<file path="config.mk">
export PLATFORM = sky130hd
export DESIGN_NAME = pageMapUnit
export DESIGN_NICKNAME = d
export VERILOG_FILES = /design/src/rtl/pmuPkg.sv /design/src/rtl/pmuCtrl.sv /design/src/rtl/pmuData.sv /design/src/rtl/pageMapUnit.sv
export SDC_FILE = /design/constraint.sdc
export NUM_CORES = 2
export LEC_CHECK = 0
export BUFFER_PORTS_ARGS = -buffer_cell sky130_fd_sc_hd__buf_2
export CELL_PAD_IN_SITES_DETAIL_PLACEMENT = 0
export CELL_PAD_IN_SITES_GLOBAL_PLACEMENT = 1
export CORE_AREA = 2 2 381 383
export DETAILED_ROUTE_END_ITERATION = 16
export DIE_AREA = 0 0 383 385
export GPL_ROUTABILITY_DRIVEN = 0
export GPL_TIMING_DRIVEN = 1
export PLACE_DENSITY_LB_ADDON = 0.25
export SYNTH_ARGS = -nofsm -noshare
export SYNTH_HDL_FRONTEND = slang
export SYNTH_SLANG_ARGS = --single-unit
export TNS_END_PERCENT = 100
</file>
<file path="constraint.sdc">
create_clock -name clk -period 5.8 [get_ports clk]
set_input_delay 0.58 -clock clk [delete_from_list [all_inputs] [get_ports clk]]
set_output_delay 0.58 -clock clk [all_outputs]
set_load 0.03 [all_outputs]
</file>
<file path="src/rtl/pmuPkg.sv">
package pmuPkg;
  localparam int FLAG_IMPL = 3;
  localparam int FLAG_PROT = 2;
  localparam int FLAG_DIRTY = 1;
  localparam int FLAG_REF = 0;
  localparam logic [FLAG_IMPL-1:0] VACANT_CODE = 3'b110;

  localparam logic [1:0] CMD_GET = 2'd0;
  localparam logic [1:0] CMD_SET_ENTRY = 2'd1;
  localparam logic [1:0] CMD_SET_FLAGS = 2'd2;

  typedef enum logic [1:0] {
    SRC_XL = 2'd0,
    SRC_SET_ENTRY = 2'd1,
    SRC_SET_FLAGS = 2'd2
  } wrSrcE;

  typedef struct packed {
    logic tableWe;
    wrSrcE wrSrc;
    logic xlOk;
    logic xlPageFault;
    logic xlWpFault;
    logic cmdReport;
  } pmuStrobeT;
endpackage

</file>
<file path="src/rtl/pmuCtrl.sv">
module pmuCtrl
  import pmuPkg::*;
(
  input  logic xlReq,
  input  logic xlWrite,
  input  logic cmdValid,
  input  logic [1:0] cmdOp,
  input  logic entVacant,
  input  logic entProt,
  input  logic idxInRange,
  output pmuStrobeT st
);
  always_comb begin
    st = '0;
    st.wrSrc = SRC_XL;
    if (cmdValid) begin
      unique case (cmdOp)
        CMD_GET: st.cmdReport = 1'b1;
        CMD_SET_ENTRY: begin
          st.cmdReport = 1'b1;
          st.tableWe = idxInRange;
          st.wrSrc = SRC_SET_ENTRY;
        end
        CMD_SET_FLAGS: begin
          st.cmdReport = 1'b1;
          st.tableWe = idxInRange & ~entVacant;
          st.wrSrc = SRC_SET_FLAGS;
        end
        default: st.cmdReport = 1'b0;
      endcase
    end else if (xlReq) begin
      if (entVacant) begin
        st.xlPageFault = 1'b1;
      end else if (xlWrite && entProt) begin
        st.xlWpFault = 1'b1;
      end else begin
        st.xlOk = 1'b1;
        st.tableWe = 1'b1;
        st.wrSrc = SRC_XL;
      end
    end
  end
endmodule

</file>
<file path="src/rtl/pmuData.sv">
module pmuData
  import pmuPkg::*;
#(
  parameter int VA_W = 32,
  parameter int OFF_W = 8,
  parameter int VPN_IMPL_W = 6,
  parameter int FLAG_W = 16
) (
  input  logic clk,
  input  logic rstN,
  input  pmuStrobeT st,
  input  logic cmdValid,
  input  logic xlWrite,
  input  logic [VA_W-1:0] xlVaddr,
  input  logic [VA_W-OFF_W-1:0] cmdVpn,
  input  logic [FLAG_W-1:0] cmdFlags,
  input  logic [VA_W-OFF_W-1:0] cmdRpn,
  output logic entVacant,
  output logic entProt,
  output logic idxInRange,
  output logic xlDone,
  output logic xlFault,
  output logic xlWpFault,
  output logic [VA_W-1:0] xlRaddr,
  output logic cmdDone,
  output logic [FLAG_W-1:0] cmdFlagsOut,
  output logic [VA_W-OFF_W-1:0] cmdRpnOut
);
  localparam int VPN_W = VA_W - OFF_W;
  localparam int RPN_W = VPN_W;
  localparam int DEPTH = 1 << VPN_IMPL_W;

  logic [FLAG_IMPL-1:0] entFlg [DEPTH];
  logic [RPN_W-1:0] entRpn [DEPTH];

  logic [VPN_W-1:0] selVpn;
  logic [VPN_IMPL_W-1:0] idxLow;
  logic [FLAG_IMPL-1:0] rdFlags;
  logic [RPN_W-1:0] rdRpn;
  logic [FLAG_IMPL-1:0] wFlg;
  logic [RPN_W-1:0] wRpn;
  logic [FLAG_IMPL-1:0] newFlg;

  assign selVpn = cmdValid ? cmdVpn : xlVaddr[VA_W-1:OFF_W];
  assign idxLow = selVpn[VPN_IMPL_W-1:0];
  assign idxInRange = (selVpn[VPN_W-1:VPN_IMPL_W] == '0);
  assign rdFlags = idxInRange ? entFlg[idxLow] : VACANT_CODE;
  assign entVacant = (rdFlags == VACANT_CODE);
  assign entProt = rdFlags[FLAG_PROT];
  assign rdRpn = entVacant ? '0 : entRpn[idxLow];
  assign newFlg = cmdFlags[FLAG_IMPL-1:0];

  always_comb begin
    wFlg = rdFlags;
    wRpn = entRpn[idxLow];
    unique case (st.wrSrc)
      SRC_XL: begin
        wFlg[FLAG_REF] = 1'b1;
        if (xlWrite) wFlg[FLAG_DIRTY] = 1'b1;
      end
      SRC_SET_ENTRY: begin
        wFlg = newFlg;
        wRpn = (newFlg == VACANT_CODE) ? '0 : cmdRpn;
      end
      SRC_SET_FLAGS: wFlg = newFlg;
      default: wFlg = rdFlags;
    endcase
  end

  for (genvar gi = 0; gi < DEPTH; gi++) begin : g_entry
    logic [FLAG_IMPL-1:0] flgQ;
    logic [RPN_W-1:0] rpnQ;
    always_ff @(posedge clk or negedge rstN) begin
      if (!rstN) begin
        flgQ <= VACANT_CODE;
        rpnQ <= '0;
      end else if (st.tableWe && idxLow == VPN_IMPL_W'(gi)) begin
        flgQ <= wFlg;
        rpnQ <= wRpn;
      end
    end
    assign entFlg[gi] = flgQ;
    assign entRpn[gi] = rpnQ;
  end

  always_ff @(posedge clk or negedge rstN) begin
    if (!rstN) begin
      xlDone <= 1'b0;
      xlFault <= 1'b0;
      xlWpFault <= 1'b0;
      xlRaddr <= '0;
      cmdDone <= 1'b0;
      cmdFlagsOut <= '0;
      cmdRpnOut <= '0;
    end else begin
      xlDone <= st.xlOk;
      xlFault <= st.xlPageFault | st.xlWpFault;
      xlWpFault <= st.xlWpFault;
      xlRaddr <= st.xlOk ? {rdRpn, xlVaddr[OFF_W-1:0]} : '0;
      cmdDone <= st.cmdReport;
      cmdFlagsOut <= st.cmdReport ? {{(FLAG_W-FLAG_IMPL){1'b0}}, rdFlags} : '0;
      cmdRpnOut <= st.cmdReport ? rdRpn : '0;
    end
  end
endmodule

</file>
<file path="src/rtl/pageMapUnit.sv">
module pageMapUnit
  import pmuPkg::*;
#(
  parameter int VA_W = 32,
  parameter int OFF_W = 8,
  parameter int VPN_IMPL_W = 6,
  parameter int FLAG_W = 16
) (
  input  logic clk,
  input  logic rstN,
  input  logic xlReq,
  input  logic xlWrite,
  input  logic [VA_W-1:0] xlVaddr,
  input  logic cmdValid,
  input  logic [1:0] cmdOp,
  input  logic [VA_W-OFF_W-1:0] cmdVpn,
  input  logic [FLAG_W-1:0] cmdFlags,
  input  logic [VA_W-OFF_W-1:0] cmdRpn,
  output logic xlDone,
  output logic xlFault,
  output logic xlWpFault,
  output logic [VA_W-1:0] xlRaddr,
  output logic cmdDone,
  output logic [FLAG_W-1:0] cmdFlagsOut,
  output logic [VA_W-OFF_W-1:0] cmdRpnOut
);
  pmuStrobeT st;
  logic entVacant;
  logic entProt;
  logic idxInRange;

  pmuCtrl u_ctrl (
    .xlReq(xlReq),
    .xlWrite(xlWrite),
    .cmdValid(cmdValid),
    .cmdOp(cmdOp),
    .entVacant(entVacant),
    .entProt(entProt),
    .idxInRange(idxInRange),
    .st(st)
  );

  pmuData #(
    .VA_W(VA_W),
    .OFF_W(OFF_W),
    .VPN_IMPL_W(VPN_IMPL_W),
    .FLAG_W(FLAG_W)
  ) u_data (
    .clk(clk),
    .rstN(rstN),
    .st(st),
    .cmdValid(cmdValid),
    .xlWrite(xlWrite),
    .xlVaddr(xlVaddr),
    .cmdVpn(cmdVpn),
    .cmdFlags(cmdFlags),
    .cmdRpn(cmdRpn),
    .entVacant(entVacant),
    .entProt(entProt),
    .idxInRange(idxInRange),
    .xlDone(xlDone),
    .xlFault(xlFault),
    .xlWpFault(xlWpFault),
    .xlRaddr(xlRaddr),
    .cmdDone(cmdDone),
    .cmdFlagsOut(cmdFlagsOut),
    .cmdRpnOut(cmdRpnOut)
  );
endmodule

</file>
==> metrics.md <==
| Metric | Value |
|---|---|
| Hold wc startpoint | cmdVpn[22] |
| Final setup vio count | 0 |
| Resize count post-CTS | 0 |
| Synth-to-layout area growth | 12.70% |
| Final Non-Filler Cells | 7452 |
| Yosys top cell by area | dfrtp_1 |
| Fraction of layout cells with a size suffix above 1 | 0.3864 |
| EDFF count, synth | 0 |
| Final hold vios | 0 |
| Crit-path cells | buf_2 > or3_1 > a21oi_1 > o41ai_1 > a41oi_1 > nand3b_1 > o22ai_2 > a211oi_4 > buf_4 > nor4_4 > buf_12 > mux2_1 |
| Cells taking the most area after synthesis | dfrtp_1 (50%), mux2_1 (13%), mux2_2 (11%), mux4_2 (10%), dfstp_2 (4.1%) |
| XOR/XNOR Fraction of Synth Area | 0 |
| Critical path depth | 12 |
| Setup Crit Path Kind | primary input to flop |
| Die footprint | 147500 um^2 |
| Port Buffers | 152 |
| CP arrival | 5.35 ns |
| Remaining DRCs | 0 |
| Pwr/cell area | 277.7 nW/um^2 |
| Hold Crit Class | primary input to flop |
| Post-Syn Area | 82760 um^2 |
| Slowest-stage cell, CP | or3_1 |
| Hold Path Depth | 4 |
| Crit end category | flop |
| Clk root buf | clkbuf_16 |
| First-pass GRT wire length | 328800 um |
| Max-slew violation count | 0 |
| RSZ-0062 raised after global routing | false |
| Setup WS pre-CTS | 0.4527 ns |
| Worst VDD drop | 203.4 uV |
| Initial core utilization | 0.5782 |
| Synth async-reset ratio | 1.000 |
| Via count | 48.40k |
| Worst Slack Setup Final | 1.141 ns |
| Post-Syn Area per Cell | 15.63 um^2 |
| CTS tree | done |
| Main synth FF type | dfrtp_1 |
| Mux cell area share after synthesis | 0.3398 |
| Drt first pass iters | 5 |
| Placed Cells | 7102 |
| Die W | 383 um |
| Main combinational cell family by area after synthesis | multiplexers |
| Longest Clk Path Bufs | 3 |
| Slew headroom | 0.2228 |
| Nets | 5504 |
| Routed Wire Length | 215000 um |
| CTS Buf Count | 184 |
| Post-route ant nets | 0 |
| Die height | 385 um |
| TNS Setup | 0 ns |
| Cell family with most CP delay | compound AO/OA/AOI/OAI gates |
| Clk_lat worst skew | 0.83 ns |
| Synth Area in Compound Gates | 0.04939 |
| Critical path buffers and inverters | 3 |
| LEAKAGE | 45.03 nW |
| Worst setup path start | cmdValid |
| Seq cells post-synth | 1791 |
| Post-DP HPWL | 126300 um |
| Core box area | 143100 um^2 |
| Synth Area in Simple Gates | 0.02738 |
| R2r startpoint | u_data.g_entry[58].flgQ[2] |
| Startpoint types | primary input |
| Post-layout min period | 4.659 ns |
| Detailed router's first-iteration violation count | 3895 |
| Seq/Total Area, Yosys | 0.5434 |
| Total grt overflow | 0 |
| Post-CTS Setup Bufs | 0 |
| Synth Area in Adders | 0.001058 |
| Worst-path clk slew | 0.06 ns |
| Fmax | 214.7 MHz |
| Status | finished, final reports clean |
| Maxcap violations | 0 |
| R2r worst-path depth | 11 |
| Clk sink count | 1791 |
| CP Data Required Time | 6.49 ns |
| Critical Path Max Stage Delay | 0.76 ns |
| DR WL/cell | 28.86 um |
| H-tree depth | 4 |
| Initial antenna violation count | 0 |
| R2R Setup Slk | 1.93 ns |
| Gate Count Post-Synth | 5296 |
| FP Rows | 139 |
| Pwr Total | 25.90 mW |
| I/O pins | 179 |
| Clock skew | 0.02836 ns |
| Largest net degree at the start of global routing | 170 |
| GRT Overall Usage | 0.2993 |
| Yosys top cell area share | 0.5028 |
| Final worst-path cycle share | 0.8032 |
| Ys Warns | 0 |
| Yosys cell types | 60 |
| Least-Margin Pin Slew | 1.161 ns |
| Vias in the first global route | 51.08k |
| Via-to-Cell Ratio | 6.494 |
| Crit Path Max Fanout | 29 |
==> repair_timing <==
action | 4_1_cts | 5_1_grt
endpoints found under the hold margin | 124 | 0
hold buffers | 9 | 0
setup endpoints to repair | 0 | 0
==> registers in the layout, summed over array words and instances (netlist names), 3 cells and up <==
register and flops:
u_data.g_entry.rpnQ 1536, u_data.g_entry.flgQ 192, u_data.xlRaddr 32, u_data.cmdRpnOut 24, u_data.cmdFlagsOut 3
==> cells in the final DEF (no fill, tap or decap), drive strengths merged, types with 4 or more instances in the layout <==
master,n
clkinv,38
a21oi,91
o22ai,5
nand2,70
o21ai,155
dlygate4sd3,9
a22oi,195
a41oi,45
nand3b,4
bufinv,15
buf,412
a21o,49
a2111oi,24
inv,25
o41ai,8
nor4,81
clkinvlp,4
nor2b,6
clkbuf,276
mux2,1728
dfrtp,1663
dfstp,128
conb,13
ha,7
nor3b,4
nor2,68
mux4,384
==> cell usage after synthesis (3+ instances only) <==
cell,n
nor3b_1,4
buf_4,19
ha_1,7
a21oi_1,91
nand3b_2,3
dfstp_2,128
inv_1,18
dfrtp_1,1663
o21ai_1,28
mux2_2,777
buf_1,31
nor3_1,3
buf_2,73
nor4_1,15
o21ai_0,127
mux4_2,384
a2111oi_2,24
o41ai_1,7
a21o_1,49
or3b_2,3
clkbuf_1,261
buf_6,137
a22oi_1,195
nand2_1,70
o22ai_1,4
nor2_1,67
and3b_1,3
nor2b_1,6
a41oi_1,45
mux2_1,951
nor4_4,64
nand2b_1,3
==> cell type report <==
type,count,area (um^2)
Timing Repair Buffer,421,4469
Inverter,18,67.56
Antenna cell,1,2.502
Sequential cell,1791,44980
Clock inverter,64,760.7
Clock buffer,276,5448
Tap cell,1903,2381
Fill cell,10030,49850
Multi-Input combinational cell,2978,35170
==> through the flow <==
step	hold slack (ns)	instance area [um^2]	utilization
finish	0.2189	93280	0.6517
global route	0.1920	93280	0.6517
CTS	0.1690	93280	0.6517
detailed placement	0.4686	86980	0.6077
global placement	0.4613	86980	0.6077
floorplan	0.2844	82810	-
==> cell families after synthesis <==
| kind of cell | Yosys count |
|---|---|
| compound gates | 589 |
| fa+ha+maj | 7 |
| buf+inv | 539 |
| flops | 1791 |
| mux | 2114 |
| other cells | 1 |
| simple gates | 255 |
==> worst register-to-register path, delay by kind of cell, from the launching register on <==
kind                   cells  cell delay (ns)
AND/OR/NAND/NOR            3             0.37
multiplexers               1             0.42
AO/OA/AOI/OAI              4             1.67
flip-flops                 1             0.52
buffers and inverters      3             0.77
==> routing by layer <==
metal	share of wire	global-route usage	vias to the layer above
met5	0	0	-
met4	0.034	0.1018	0
met3	0.062	0.05374	366
met2	0.48	0.4742	1532
met1	0.43	0.4217	26370
li1	-	-	20130
==> report_power, final <==
| group | switching [mW] | leakage (nW) | total (mW) | internal, mW |
|---|---|---|---|---|
| Clock | 4.95 | 3.06 | 12.1 | 7.15 |
| Sequential | 0.000471 | 24.6 | 12.5 | 12.5 |
| Combinational | 0.949 | 17.4 | 1.30 | 0.347 |
==> worst paths after layout <==
kind                                                to
setup / recovery             u_data.g_entry[5].rpnQ[9]
hold / removal                   u_data.cmdFlagsOut[0]
setup reg to reg           u_data.g_entry[51].rpnQ[18]
hold reg to reg             u_data.g_entry[57].rpnQ[8]
max in group asynchronous  u_data.g_entry[59].rpnQ[12]
min in group asynchronous   u_data.g_entry[14].rpnQ[4]
(Power assumes the default switching activity.)
